<file path="src/rtl/stat_pkg.sv">
package stat_pkg;
  typedef enum logic [1:0] {
    SEQ_IDLE      = 2'd0,
    SEQ_WANT_MID  = 2'd1,
    SEQ_WANT_LAST = 2'd2
  } seq_e;
endpackage

</file>
<file path="src/rtl/sat_accum.sv">
module sat_accum #(
  parameter int W = 32
) (
  input  logic         clk,
  input  logic         rst_n,
  input  logic         inc,
  input  logic         hold,
  input  logic         clr,
  input  logic         abt,
  output logic [W-1:0] value
);
  logic [W-1:0] main_q, shad_q, inc_w;

  function automatic logic [W-1:0] sat_sum(input logic [W-1:0] a, input logic [W-1:0] b);
    logic [W:0] s;
    s = {1'b0, a} + {1'b0, b};
    return s[W] ? {W{1'b1}} : s[W-1:0];
  endfunction

  assign inc_w = {{(W-1){1'b0}}, inc};

  always_ff @(posedge clk) begin
    if (!rst_n) begin
      main_q <= '0;
      shad_q <= '0;
    end else if (clr) begin
      main_q <= sat_sum(shad_q, inc_w);
      shad_q <= '0;
    end else if (abt) begin
      main_q <= sat_sum(sat_sum(main_q, shad_q), inc_w);
      shad_q <= '0;
    end else if (hold) begin
      shad_q <= sat_sum(shad_q, inc_w);
    end else begin
      main_q <= sat_sum(main_q, inc_w);
    end
  end

  assign value = main_q;

  a_r7_no_wrap: assert property (@(posedge clk) disable iff (!rst_n)
    (main_q == {W{1'b1}} && !clr) |=> main_q == {W{1'b1}});
  a_r3_frozen_stable: assert property (@(posedge clk) disable iff (!rst_n)
    (hold && !clr && !abt) |=> $stable(main_q));
  a_r2_idle_quiet: assert property (@(posedge clk) disable iff (!rst_n)
    (!hold && !clr && !abt && !inc) |=> $stable(main_q));
endmodule

</file>
<file path="src/rtl/seq_ctrl.sv">
module seq_ctrl
  import stat_pkg::*;
(
  input  logic       clk,
  input  logic       rst_n,
  input  logic       rd_hit,
  input  logic [1:0] rd_sel,
  output logic       start,
  output logic       clr,
  output logic       abt,
  output logic       busy
);
  seq_e state_q, state_d;

  always_comb begin
    start   = 1'b0;
    clr     = 1'b0;
    abt     = 1'b0;
    state_d = state_q;
    case (state_q)
      SEQ_IDLE:
        if (rd_hit && rd_sel == 2'd0) begin
          start   = 1'b1;
          state_d = SEQ_WANT_MID;
        end
      SEQ_WANT_MID:
        if (rd_hit) begin
          if (rd_sel == 2'd1) state_d = SEQ_WANT_LAST;
          else begin
            abt     = 1'b1;
            state_d = SEQ_IDLE;
          end
        end
      SEQ_WANT_LAST:
        if (rd_hit) begin
          if (rd_sel == 2'd2) clr = 1'b1;
          else abt = 1'b1;
          state_d = SEQ_IDLE;
        end
      default: state_d = SEQ_IDLE;
    endcase
  end

  always_ff @(posedge clk) begin
    if (!rst_n) state_q <= SEQ_IDLE;
    else        state_q <= state_d;
  end

  assign busy = (state_q != SEQ_IDLE);

  a_r5_abort_idle: assert property (@(posedge clk) disable iff (!rst_n)
    abt |=> state_q == SEQ_IDLE);
  a_r4_clear_idle: assert property (@(posedge clk) disable iff (!rst_n)
    clr |=> state_q == SEQ_IDLE);
  a_r3_one_op: assert property (@(posedge clk) disable iff (!rst_n)
    $onehot0({start, clr, abt}));
  a_r8_no_hit_no_move: assert property (@(posedge clk) disable iff (!rst_n)
    !rd_hit |=> $stable(state_q));
endmodule

</file>
<file path="src/rtl/stat_group.sv">
module stat_group #(
  parameter int REG_W = 16
) (
  input  logic             clk,
  input  logic             rst_n,
  input  logic             pkt_ev,
  input  logic             err_ev,
  input  logic             rd_hit,
  input  logic [1:0]       rd_sel,
  output logic [REG_W-1:0] field
);
  localparam int PKT_W = 2 * REG_W;

  logic             start, clr, abt, busy, hold;
  logic [PKT_W-1:0] pkt_val;
  logic [REG_W-1:0] err_val;

  seq_ctrl u_seq (
    .clk(clk), .rst_n(rst_n), .rd_hit(rd_hit), .rd_sel(rd_sel),
    .start(start), .clr(clr), .abt(abt), .busy(busy)
  );

  assign hold = start | busy;

  sat_accum #(.W(PKT_W)) u_pkt (
    .clk(clk), .rst_n(rst_n), .inc(pkt_ev), .hold(hold),
    .clr(clr), .abt(abt), .value(pkt_val)
  );

  sat_accum #(.W(REG_W)) u_err (
    .clk(clk), .rst_n(rst_n), .inc(err_ev), .hold(hold),
    .clr(clr), .abt(abt), .value(err_val)
  );

  always_comb begin
    case (rd_sel)
      2'd0:    field = pkt_val[REG_W-1:0];
      2'd1:    field = pkt_val[PKT_W-1:REG_W];
      2'd2:    field = err_val;
      default: field = '0;
    endcase
  end
endmodule

</file>
<file path="src/rtl/stat_bank.sv">
module stat_bank #(
  parameter int REG_W  = 16,
  parameter int ADDR_W = 3
) (
  input  logic              clk,
  input  logic              rst_n,
  input  logic              tx_pkt,
  input  logic              tx_err,
  input  logic              rx_pkt,
  input  logic              rx_err,
  input  logic              rd_en,
  input  logic [ADDR_W-1:0] rd_addr,
  output logic [REG_W-1:0]  rd_data
);
  localparam int NGRP = 2;
  localparam int NREG = 3;

  logic [NGRP-1:0]  ev_pkt, ev_err, hit;
  logic [REG_W-1:0] field [NGRP];
  logic [REG_W-1:0] rd_next;

  assign ev_pkt = {rx_pkt, tx_pkt};
  assign ev_err = {rx_err, tx_err};

  for (genvar g = 0; g < NGRP; g++) begin : g_grp
    localparam logic [ADDR_W-1:0] BASE = ADDR_W'(1 + NREG * g);
    logic [ADDR_W-1:0] off;
    assign off    = rd_addr - BASE;
    assign hit[g] = rd_en && (rd_addr >= BASE) && (off < ADDR_W'(NREG));

    stat_group #(.REG_W(REG_W)) u_grp (
      .clk(clk), .rst_n(rst_n), .pkt_ev(ev_pkt[g]), .err_ev(ev_err[g]),
      .rd_hit(hit[g]), .rd_sel(off[1:0]), .field(field[g])
    );
  end

  always_comb begin
    rd_next = '0;
    for (int g = 0; g < NGRP; g++)
      if (hit[g]) rd_next = field[g];
  end

  always_ff @(posedge clk) begin
    if (!rst_n)     rd_data <= '0;
    else if (rd_en) rd_data <= rd_next;
  end

  a_r1_unused_zero: assert property (@(posedge clk) disable iff (!rst_n)
    (rd_en && hit == '0) |=> rd_data == '0);
  a_r1_hold_idle: assert property (@(posedge clk) disable iff (!rst_n)
    !rd_en |=> $stable(rd_data));
  a_r8_one_group: assert property (@(posedge clk) disable iff (!rst_n)
    $onehot0(hit));
endmodule

</file>
<file path="config.mk">
export PLATFORM = sky130hd
export DESIGN_NAME = stat_bank
export DESIGN_NICKNAME = d
export VERILOG_FILES = /design/src/rtl/stat_pkg.sv /design/src/rtl/sat_accum.sv /design/src/rtl/seq_ctrl.sv /design/src/rtl/stat_group.sv /design/src/rtl/stat_bank.sv
export SDC_FILE = /design/constraint.sdc
export NUM_CORES = 1
export LEC_CHECK = 0
export BUFFER_PORTS_ARGS = -buffer_cell sky130_fd_sc_hd__buf_2
export CORE_MARGIN = 2
export CORE_UTILIZATION = 41
export DETAILED_ROUTE_END_ITERATION = 12
export GPL_TIMING_DRIVEN = 0
export PLACE_DENSITY = 0.6
export SLEW_MARGIN = 30
export SYNTH_ARGS = -nofsm -noshare
export SYNTH_HDL_FRONTEND = slang
export SYNTH_SLANG_ARGS = --single-unit
</file>
<file path="constraint.sdc">
create_clock -name clk -period 5.9 [get_ports clk]
set_input_delay 0.295 -clock clk [delete_from_list [all_inputs] [get_ports clk]]
set_output_delay 0.295 -clock clk [all_outputs]
set_load 0.02 [all_outputs]
</file>
* Word level (Yosys, flattened, before mapping)
Index checks and enable logic that the tools add are counted.
Cells by class: divide/modulo/power cells 0, bitwise logic cells 3, multiplexer cells 62, reductions and logical operators 16, $lt $le $gt $ge 4, shifts and indexed selects 0, eq/ne operators 16, $add $sub $neg 18, $mul 0
Operators with widths (number):
- $mux 32 | 14
- $mux 16 | 16
- $add 32x1->33 | 6
- $add 16x1->17 | 6
- $pmux 16 s3 | 2
- $add 32x32->33 | 2
- $add 16x16->17 | 2
- $mux 1 | 18
- $mux 2 | 8
- $ne 2x2->1 const B | 6
- $pmux 2 s3 | 2
- $eq 2x1->1 const B | 4
- $eq 2x2->1 const B | 4
- $logic_not 2->1 | 4
- $logic_and 1x1->1 | 6
- $lt 3x2->1 const B | 2
- $ne 3x1->1 const B | 2
- $reduce_and 3->1 | 2
- $reduce_or 3->1 | 2
- $pmux 1 s2 | 2
- $reduce_bool 2->1 | 2
- $ge 3x1->1 const B | 1
- $ge 3x3->1 const B | 1
- $sub 3x1->3 const B | 1
- 3 further kinds | 4
Word-level totals: register bits 212, bits in read-only memories 0, memories kept 0, output and inout bits 16, memory bits (writable) 0, input bits 10, logic and storage cells 130, latch bits 0

* Longest topological paths before layout
Gate-level depths: netlist of the first run.
depth in word-level cells 10, gate-level depth with buffers 21, mapped depth without buffers 18

* Hierarchy
From an unflattened synthesis of the first run, not the netlist that was laid out.
Second synthesis, totals: cell total of the unflattened synthesis 3300, area total of the unflattened synthesis 24023.0 sq um
By module, submodules not included:
- sat_accum (g_grp[0].u_grp.u_pkt ...) | area each 7274.5 sq um, sequential area each 1281.2 sq um, instances 2, cells an instance 1029
- sat_accum (g_grp[0].u_grp.u_err ...) | area each 3656.0 sq um, sequential area each 640.6 sq um, instances 2, cells an instance 503
- stat_bank | area each 935.9 sq um, sequential area each 320.3 sq um, instances 1, cells an instance 106
- stat_group | area each 387.9 sq um, sequential area each 0.0 sq um, instances 2, cells an instance 40
- seq_ctrl | area each 225.2 sq um, sequential area each 40.0 sq um, instances 2, cells an instance 25

* Worst setup path after synthesis of the first run
OpenSTA, ideal clock, no wires.
kind register to register, start point reg g_grp[1].u_grp.u_pkt.shad_q[0], end point reg g_grp[1].u_grp.u_pkt.main_q[29], path slack 1.257 ns, clock period less this slack 4.643 ns, buffers on the path 5, library setup time 0.125 ns, stages on the path, launching flop included 21, arrival 4.518 ns, data required time 5.775 ns, cell sequence dfxtp_1 > ha_1 > fa_1 > a211oi_1 > o211a_1 > o41a_2 > o21bai_2 > a211oi_1 > o21a_1 > clkbuf_1 > clkbuf_1 > nand2b_1 > ha_1 > buf_1 > and4_1 > buf_2 > a31oi_2 > o21ai_4 > buf_4 > a221oi_1 > nor3_1
Between the ends: cells in the longest elaborated chain, start to end 6, elaborated cells between the ends (all ways) 8, those cells by class 3 x add/sub; 5 x mux
Ends and longest elaborated chain:
- start, declared | RTL line sat_accum.sv:12 | logic [W-1:0] main_q, shad_q, inc_w;
- start signal, assigned | RTL line sat_accum.sv:33 | shad_q <= sat_sum(shad_q, inc_w);
- $add 32x32->33 | RTL line sat_accum.sv:16 | s = {1'b0, a} + {1'b0, b};
- $mux 32 | RTL line sat_accum.sv:17 | return s[W] ? {W{1'b1}} : s[W-1:0];
- $add 32x1->33 | RTL line sat_accum.sv:16
- $mux 32 | RTL line sat_accum.sv:17
- $mux 32 | RTL line sat_accum.sv:29 | end else if (abt) begin
- $mux 32 (*) | RTL line sat_accum.sv:26 | end else if (clr) begin
- end signal, assigned | RTL line sat_accum.sv:27 | main_q <= sat_sum(shad_q, inc_w);
- end signal, assigned | RTL line sat_accum.sv:30 | main_q <= sat_sum(sat_sum(main_q, shad_q), inc_w);
- end signal, assigned | RTL line sat_accum.sv:35 | main_q <= sat_sum(main_q, inc_w);
- end, declared | RTL line sat_accum.sv:12
Every way passes the cells marked *; elsewhere a longest branch is shown, timed or not. A chain may end at the register's enable or synchronous reset.

* Worst setup path in the final report of the first run
start point reg g_grp[1].u_grp.u_pkt.shad_q[0], end point reg g_grp[1].u_grp.u_pkt.main_q[4]
The elaborated chain is that of the path after synthesis.

==> results.cfg, run 1 <==
[job]
max_cap_violations = 0

[grt]
grt_pass1_vias = 24143
grt_max_degree = 13
grt_overflow = 0
grt_pass1_wl_mm = 147
antenna_found_initial = 3
grt_usage = 0.336

[cts]
cts_tree = built
cts_sinks = 212
path_clk_slew_ns = 0.06
cts_setup_buffers = 0
cts.htree.levels = 1
root_buffer = clkbuf_16
clk_latency_ns = 0.56
cts-buffers-inserted = 25
cts_max_path_buffers = 3

[logic_synthesis]
ys_types = 104
syn_inst = 3154
async_flop_share = 0
synth_area_um2 = 22300
syn_area_per_cell_um2 = 7.07
ys.flop_type = dfxtp_1
synth_area_leader_cell = dfxtp_1
yosys_warnings = 0
synth_top_area_frac = 0.190
yosysMostFrequentCell = nor2_1
synth_common_cells = nor2_1, a21oi_1, nand2_1
syn-num-nets = 3299
ys_ff_latch = 212
yosysSeqAreaShare = 0.190
synth-edff-count = 0
synthTopCellsByArea = dfxtp_1, a21oi_1, ha_1

[placed_design]
gp_congestion = 1.01
portBuffers = 24
placedCellCount = 3874
place_hpwl_mm = 77.1
place_ws_ns = -0.239

[route]
drc = 0
vias_per_cell = 6.68
finalWirelength_mm = 98.4
dr.pass1.iters = 10
post_drt_wl_per_cell_um = 25.1
ant_nets = 0
drt_iter0_drc = 3694
vias = 26168

[power]
p_int_uw = 2590
power_switching_uw = 1170
ir_drop_uv = 167
fin_total_pwr_uw = 3760
power_leakage_uw = 0.00886
combPwrFrac = 0.154
p_seq_frac = 0.412
switching_share = 0.311
powerDensity_nw_per_um2 = 156
p_clk_frac = 0.434

[worst_setup_path]
crit_required_ns = 6.29
worstPathCellList = ha_1 > fa_1 > a211oi_1 > o211a_1 > o41a_2 > o21bai_2 > a211oi_2 > o21a_1 > clkbuf_2 > clkbuf_2 > nand2b_1 > ha_1 > buf_1 > and4_1 > buf_2 > a31oi_2 > o21ai_4 > buf_4 > o221ai_1 > a31oi_1
crit_buf_inv = 5
slowest_delay_ns = 0.48
crit_arrival_ns = 6.06
crit_type = flop to flop
cp_slowest_cell = a211oi_1
critPathLaunchType = flop
cp_max_fo = 10
crit_family = compound AO/OA/AOI/OAI gates
cp-end-kind = flop

[run_status]
status = finished, final reports clean

[sta]
tightest_slew_ns = 1.04
period_minus_slack_ns = 5.67
hold_violations = 0
fin_crit_sh = 0.960
max_freq_mhz = 177
whs_ns = 0.237
rsz0062_at_grt = no
maxSlewViolCount = 0
skew_ns = 0.0131
fin_setup_tns_ns = 0
slew_headroom = 0.306
setup_ws_ns = 0.234
setup_violations = 0

[floorplan]
die_x_um = 237
core_area_um2 = 53800
placement_rows = 85
die_area_um2 = 56200
die_y_um = 237
start_util = 0.414
io_pins = 26

[final_layout]
nets = 3352
final_cells = 3920
insertedDiodeCount = 0
drive_above_1_share = 0.0484
syn_to_final_growth_pct = 8.46

[worst_hold_path]
hold_class = primary input to flop
layout make-up:
type / instances / area [µm²]
buffer: 181 / 726
clock buffer: 38 / 734
clock inverter: 6 / 82.6
fill: 5587 / 29600
inverter: 80 / 300
multi-input combinational: 2681 / 17100
sequential: 212 / 4240
tap: 696 / 871
timing repair buffer: 26 / 136
cells by family (layout without fill, tap and decap cells):
| kind of cell | Yosys count | after routing | synth area share |
|---|---|---|---|
| muxes | 31 | 31 | 0.0142 |
| AOI/OAI and AO/OA | 1138 | 1138 | 0.333 |
| and+or+nand+nor | 1165 | 1165 | 0.256 |
| DFF | 212 | 212 | 0.190 |
| adders and majority gates | 135 | 135 | 0.0771 |
| xor gates and xnor gates | 212 | 212 | 0.0836 |
| buffers and inverters | 261 | 331 | 0.0458 |
flip-flops by register name, indices dropped and copies added, names as in the netlist:
signal / count
g_grp.u_grp.u_pkt.shad_q: 64
g_grp.u_grp.u_err.value: 32
g_grp.u_grp.u_pkt.value: 64
g_grp.u_grp.u_err.shad_q: 32
rd_data: 16
g_grp.u_grp.u_seq.state_q: 4
placed cells by master, fill, tap and decap left out, types with 30 or more instances in the layout:
| master | n |
|---|---|
| a222oi_1 | 32 |
| dfxtp_1 | 212 |
| buf_2 | 36 |
| a21o_1 | 59 |
| a21oi_1 | 328 |
| nand2_1 | 271 |
| and3_1 | 74 |
| nand4_1 | 47 |
| o211ai_1 | 34 |
| a311oi_1 | 46 |
| xor2_1 | 97 |
| and2_1 | 30 |
| inv_1 | 79 |
| o21ai_0 | 257 |
| ha_1 | 131 |
| a31oi_1 | 47 |
| nor2_1 | 335 |
| clkbuf_1 | 157 |
| a211oi_1 | 50 |
| xnor2_1 | 114 |
| nor3_1 | 98 |
| nand3_1 | 148 |
what timing repair did:
action	4_1_cts	5_1_grt
endpoints found under the setup margin	28	53
gates cloned	0	0
hold buffers	0	0
pin swaps	0	0
gates resized for setup	2	11
power groups by stage:
stage / Sequential [µW] / Clock, µW / Combinational, µW
CTS: 1540 / 1630 / 560
detailed placement: 1580 / 0 / 557
global route: 1550 / 1690 / 624
global placement: 1580 / 0 / 549
floorplan: 1540 / 0 / 376
finish: 1550 / 1630 / 581
final timing paths:
| check | from | end | slack, ns | cells after the start |
|---|---|---|---|---|
| setup / recovery | g_grp[1].u_grp.u_pkt.shad_q[0] | g_grp[1].u_grp.u_pkt.value[4] | 0.23 | 20 |
| hold / removal | tx_err | g_grp[0].u_grp.u_err.value[0] | 0.24 | 4 |
| hold reg to reg | g_grp[0].u_grp.u_seq.state_q[1] | g_grp[0].u_grp.u_seq.state_q[1] | 0.51 | 2 |
| setup reg to reg | g_grp[1].u_grp.u_pkt.shad_q[0] | g_grp[1].u_grp.u_pkt.value[4] | 0.23 | 20 |
worst min-delay path, cell delays in order:
cell     delay [ns]
buf_2          0.12
ha_1           0.14
o21ai_0        0.08
a21oi_1        0.12
through the flow:
stage          cell area [µm²]   util
2_1_floorplan            22300      -
4_1_cts                  24100  0.448
6_report                 24200  0.449
3_3_place_gp             23300  0.433
3_5_place_dp             23300  0.433
5_1_grt                  24200  0.449
metal layers:
metal  track usage  wire, µm  vias to the layer above
li1              -         -                    11976
met3        0.0462      7990                      315
met5             0        12                        -
met1         0.427     39700                    12461
met2         0.551     44700                     1414
met4         0.183      5960                        2
(Power assumes the default switching activity.)
==> run 2, diff against run 1 <==
--- a/config.mk
+++ b/config.mk
@@ -10,6 +10,7 @@
 export CORE_UTILIZATION = 41
 export DETAILED_ROUTE_END_ITERATION = 12
 export GPL_TIMING_DRIVEN = 0
+export MAX_ROUTING_LAYER = met4
 export PLACE_DENSITY = 0.6
 export SLEW_MARGIN = 30
 export SYNTH_ARGS = -nofsm -noshare
==> run 2 against run 1 <==
First-iteration DRC count fell by 12%. Critical path depth unchanged. Final cell count grew 0.13%. Clock skew up 0.0024 ns. Setup slack got worse by 0.10 ns. Power fell by 1.2%. Die area unchanged. Sequential cell count stayed put. Critical endpoint is now g_grp[1].u_grp.u_pkt.value[25]. Largest power group unchanged. Highest routed layer is now met4.
==> results.cfg, run 2 (synthesized netlist as in run 1, its figures left out) <==
[cts]
cts_sinks = 212
cts.htree.levels = 1
root_buffer = clkbuf_16
cts_tree = built
cts_max_path_buffers = 3
cts_setup_buffers = 0
cts-buffers-inserted = 27
cts_hold_buffers = 0
clk_latency_ns = 0.57
path_clk_slew_ns = 0.06

[run_status]
status = finished, final reports clean

[route]
dr.pass1.iters = 9
drc = 0
drt_iter0_drc = 3243
finalWirelength_mm = 101
ant_nets = 0
post_drt_wl_per_cell_um = 25.7
vias = 26148
vias_per_cell = 6.66

[sta]
fin_crit_sh = 0.977
rsz0062_at_grt = no
fin_setup_tns_ns = 0
slew_headroom = 0.278
tightest_slew_ns = 1.08
setup_violations = 0
skew_ns = 0.0155
maxSlewViolCount = 0
period_minus_slack_ns = 5.77
hold_violations = 0
max_freq_mhz = 173

[power]
powerDensity_nw_per_um2 = 154
power_leakage_uw = 0.00886
fin_total_pwr_uw = 3720
ir_drop_uv = 170

[worst_setup_path]
ff2ff_path_depth = 20
reg2reg_to = g_grp[1].u_grp.u_pkt.value[25]
cp-end-kind = flop
critPathLaunchType = flop
crit_arrival_ns = 6.20
crit_type = flop to flop
startpoint = g_grp[1].u_grp.u_pkt.shad_q[0]
r2r_setup_slack_ns = 0.13
cp_max_fo = 10
crit_required_ns = 6.34
r2r-start = g_grp[1].u_grp.u_pkt.shad_q[0]

[worst_hold_path]
holdPathStages = 4
min_from = tx_err
hold_class = primary input to flop
holdPathEnd = g_grp[0].u_grp.u_err.value[0]

[grt]
grt_pass1_vias = 23902
grt_usage = 0.353
grt_overflow = 0
grt_max_degree = 13
grt_pass1_wl_mm = 148
antenna_found_initial = 4

[placed_design]
gp_congestion = 1.01
place_hpwl_mm = 79.1
portBuffers = 24

[final_layout]
most-common-layout-cells = nor2_1, a21oi_1, nand2_1
drive_above_1_share = 0.0493
multiInputGateArea_um2 = 17100
layout_commonest_cell = nor2_1
syn_to_final_growth_pct = 8.44
nFillCells = 5634
seq_area_um2 = 4240
nets = 3352

[floorplan]
die_area_um2 = 56200
die_x_um = 237
start_util = 0.414
io_pins = 26
placement_rows = 85
die_y_um = 237
core_area_um2 = 53800

[job]
max_cap_violations = 0
[run 2: worst max path at each step]
stage / endpoint / slack, ns
final: g_grp[1].u_grp.u_pkt.value[25] / 0.13
after global routing: g_grp[1].u_grp.u_err.value[11] / 0.03
after CTS: g_grp[0].u_grp.u_pkt.value[2] / 0.03
after detailed placement: g_grp[0].u_grp.u_pkt.value[2] / -0.37
after global placement: g_grp[0].u_grp.u_pkt.value[2] / -0.35
after floorplan: g_grp[1].u_grp.u_pkt.value[29] / 1.26
[run 2: layout make-up]
cell class              count  share of cell area
diodes                      5            0.000518
plain buffers             181              0.0301
clock buffers              39              0.0319
clock inverters             7             0.00155
inverters                  80              0.0124
multi-input cells        2681               0.707
flip-flops and latches    212               0.176
well taps                 696              0.0360
repair buffers             24             0.00497
[run 2: per-stage QoR]
| step | area [µm²] | hold slack (ns) | util | setup slack, ns | std cells |
|---|---|---|---|---|---|
| floorplan | 22300 | 0.451 | - | 1.26 | 3154 |
| global placement | 23300 | 0.480 | 0.433 | -0.352 | 3874 |
| detailed placement | 23300 | 0.492 | 0.433 | -0.370 | 3874 |
| CTS | 24100 | 0.217 | 0.448 | 0.0313 | 3920 |
| global route | 24200 | 0.266 | 0.449 | 0.0299 | 3924 |
| finish | 24200 | 0.218 | 0.449 | 0.135 | 3925 |
[run 2: where the power goes]
group	internal [µW]	switching [µW]	total (µW)
registers	1470	85.1	1550
clock network	896	686	1580
logic	185	400	585
[run 2: metal layers]
metal | track usage | vias up | part of all wire
met4 | 0.199 | 0 | 0.064
li1 | - | 11997 | -
met2 | 0.569 | 1291 | 0.46
met1 | 0.427 | 12549 | 0.40
met3 | 0.0439 | 311 | 0.076
met5 | - | - | 0
[run 2: worst max-delay path, cell delays in order (launching register included)]
cell and delay (ns):
dfxtp_1 0.38, ha_1 0.28, fa_1 0.43, a211oi_1 0.50, o211a_1 0.29, o41a_2 0.25, o21bai_2 0.17, a211oi_2 0.36
o21a_1 0.23, clkbuf_2 0.30, clkbuf_2 0.35, nand2b_1 0.13, ha_1 0.19, buf_1 0.20, and4_1 0.19, buf_2 0.16
a31oi_2 0.35, o21ai_4 0.16, buf_2 0.26, a21oi_1 0.33, nor3_1 0.11
[run 2: timing repair]
item | CTS | global route
cloned | 0 | 0
resized for setup | 4 | 8
endpoints found under the setup margin | 41 | 47
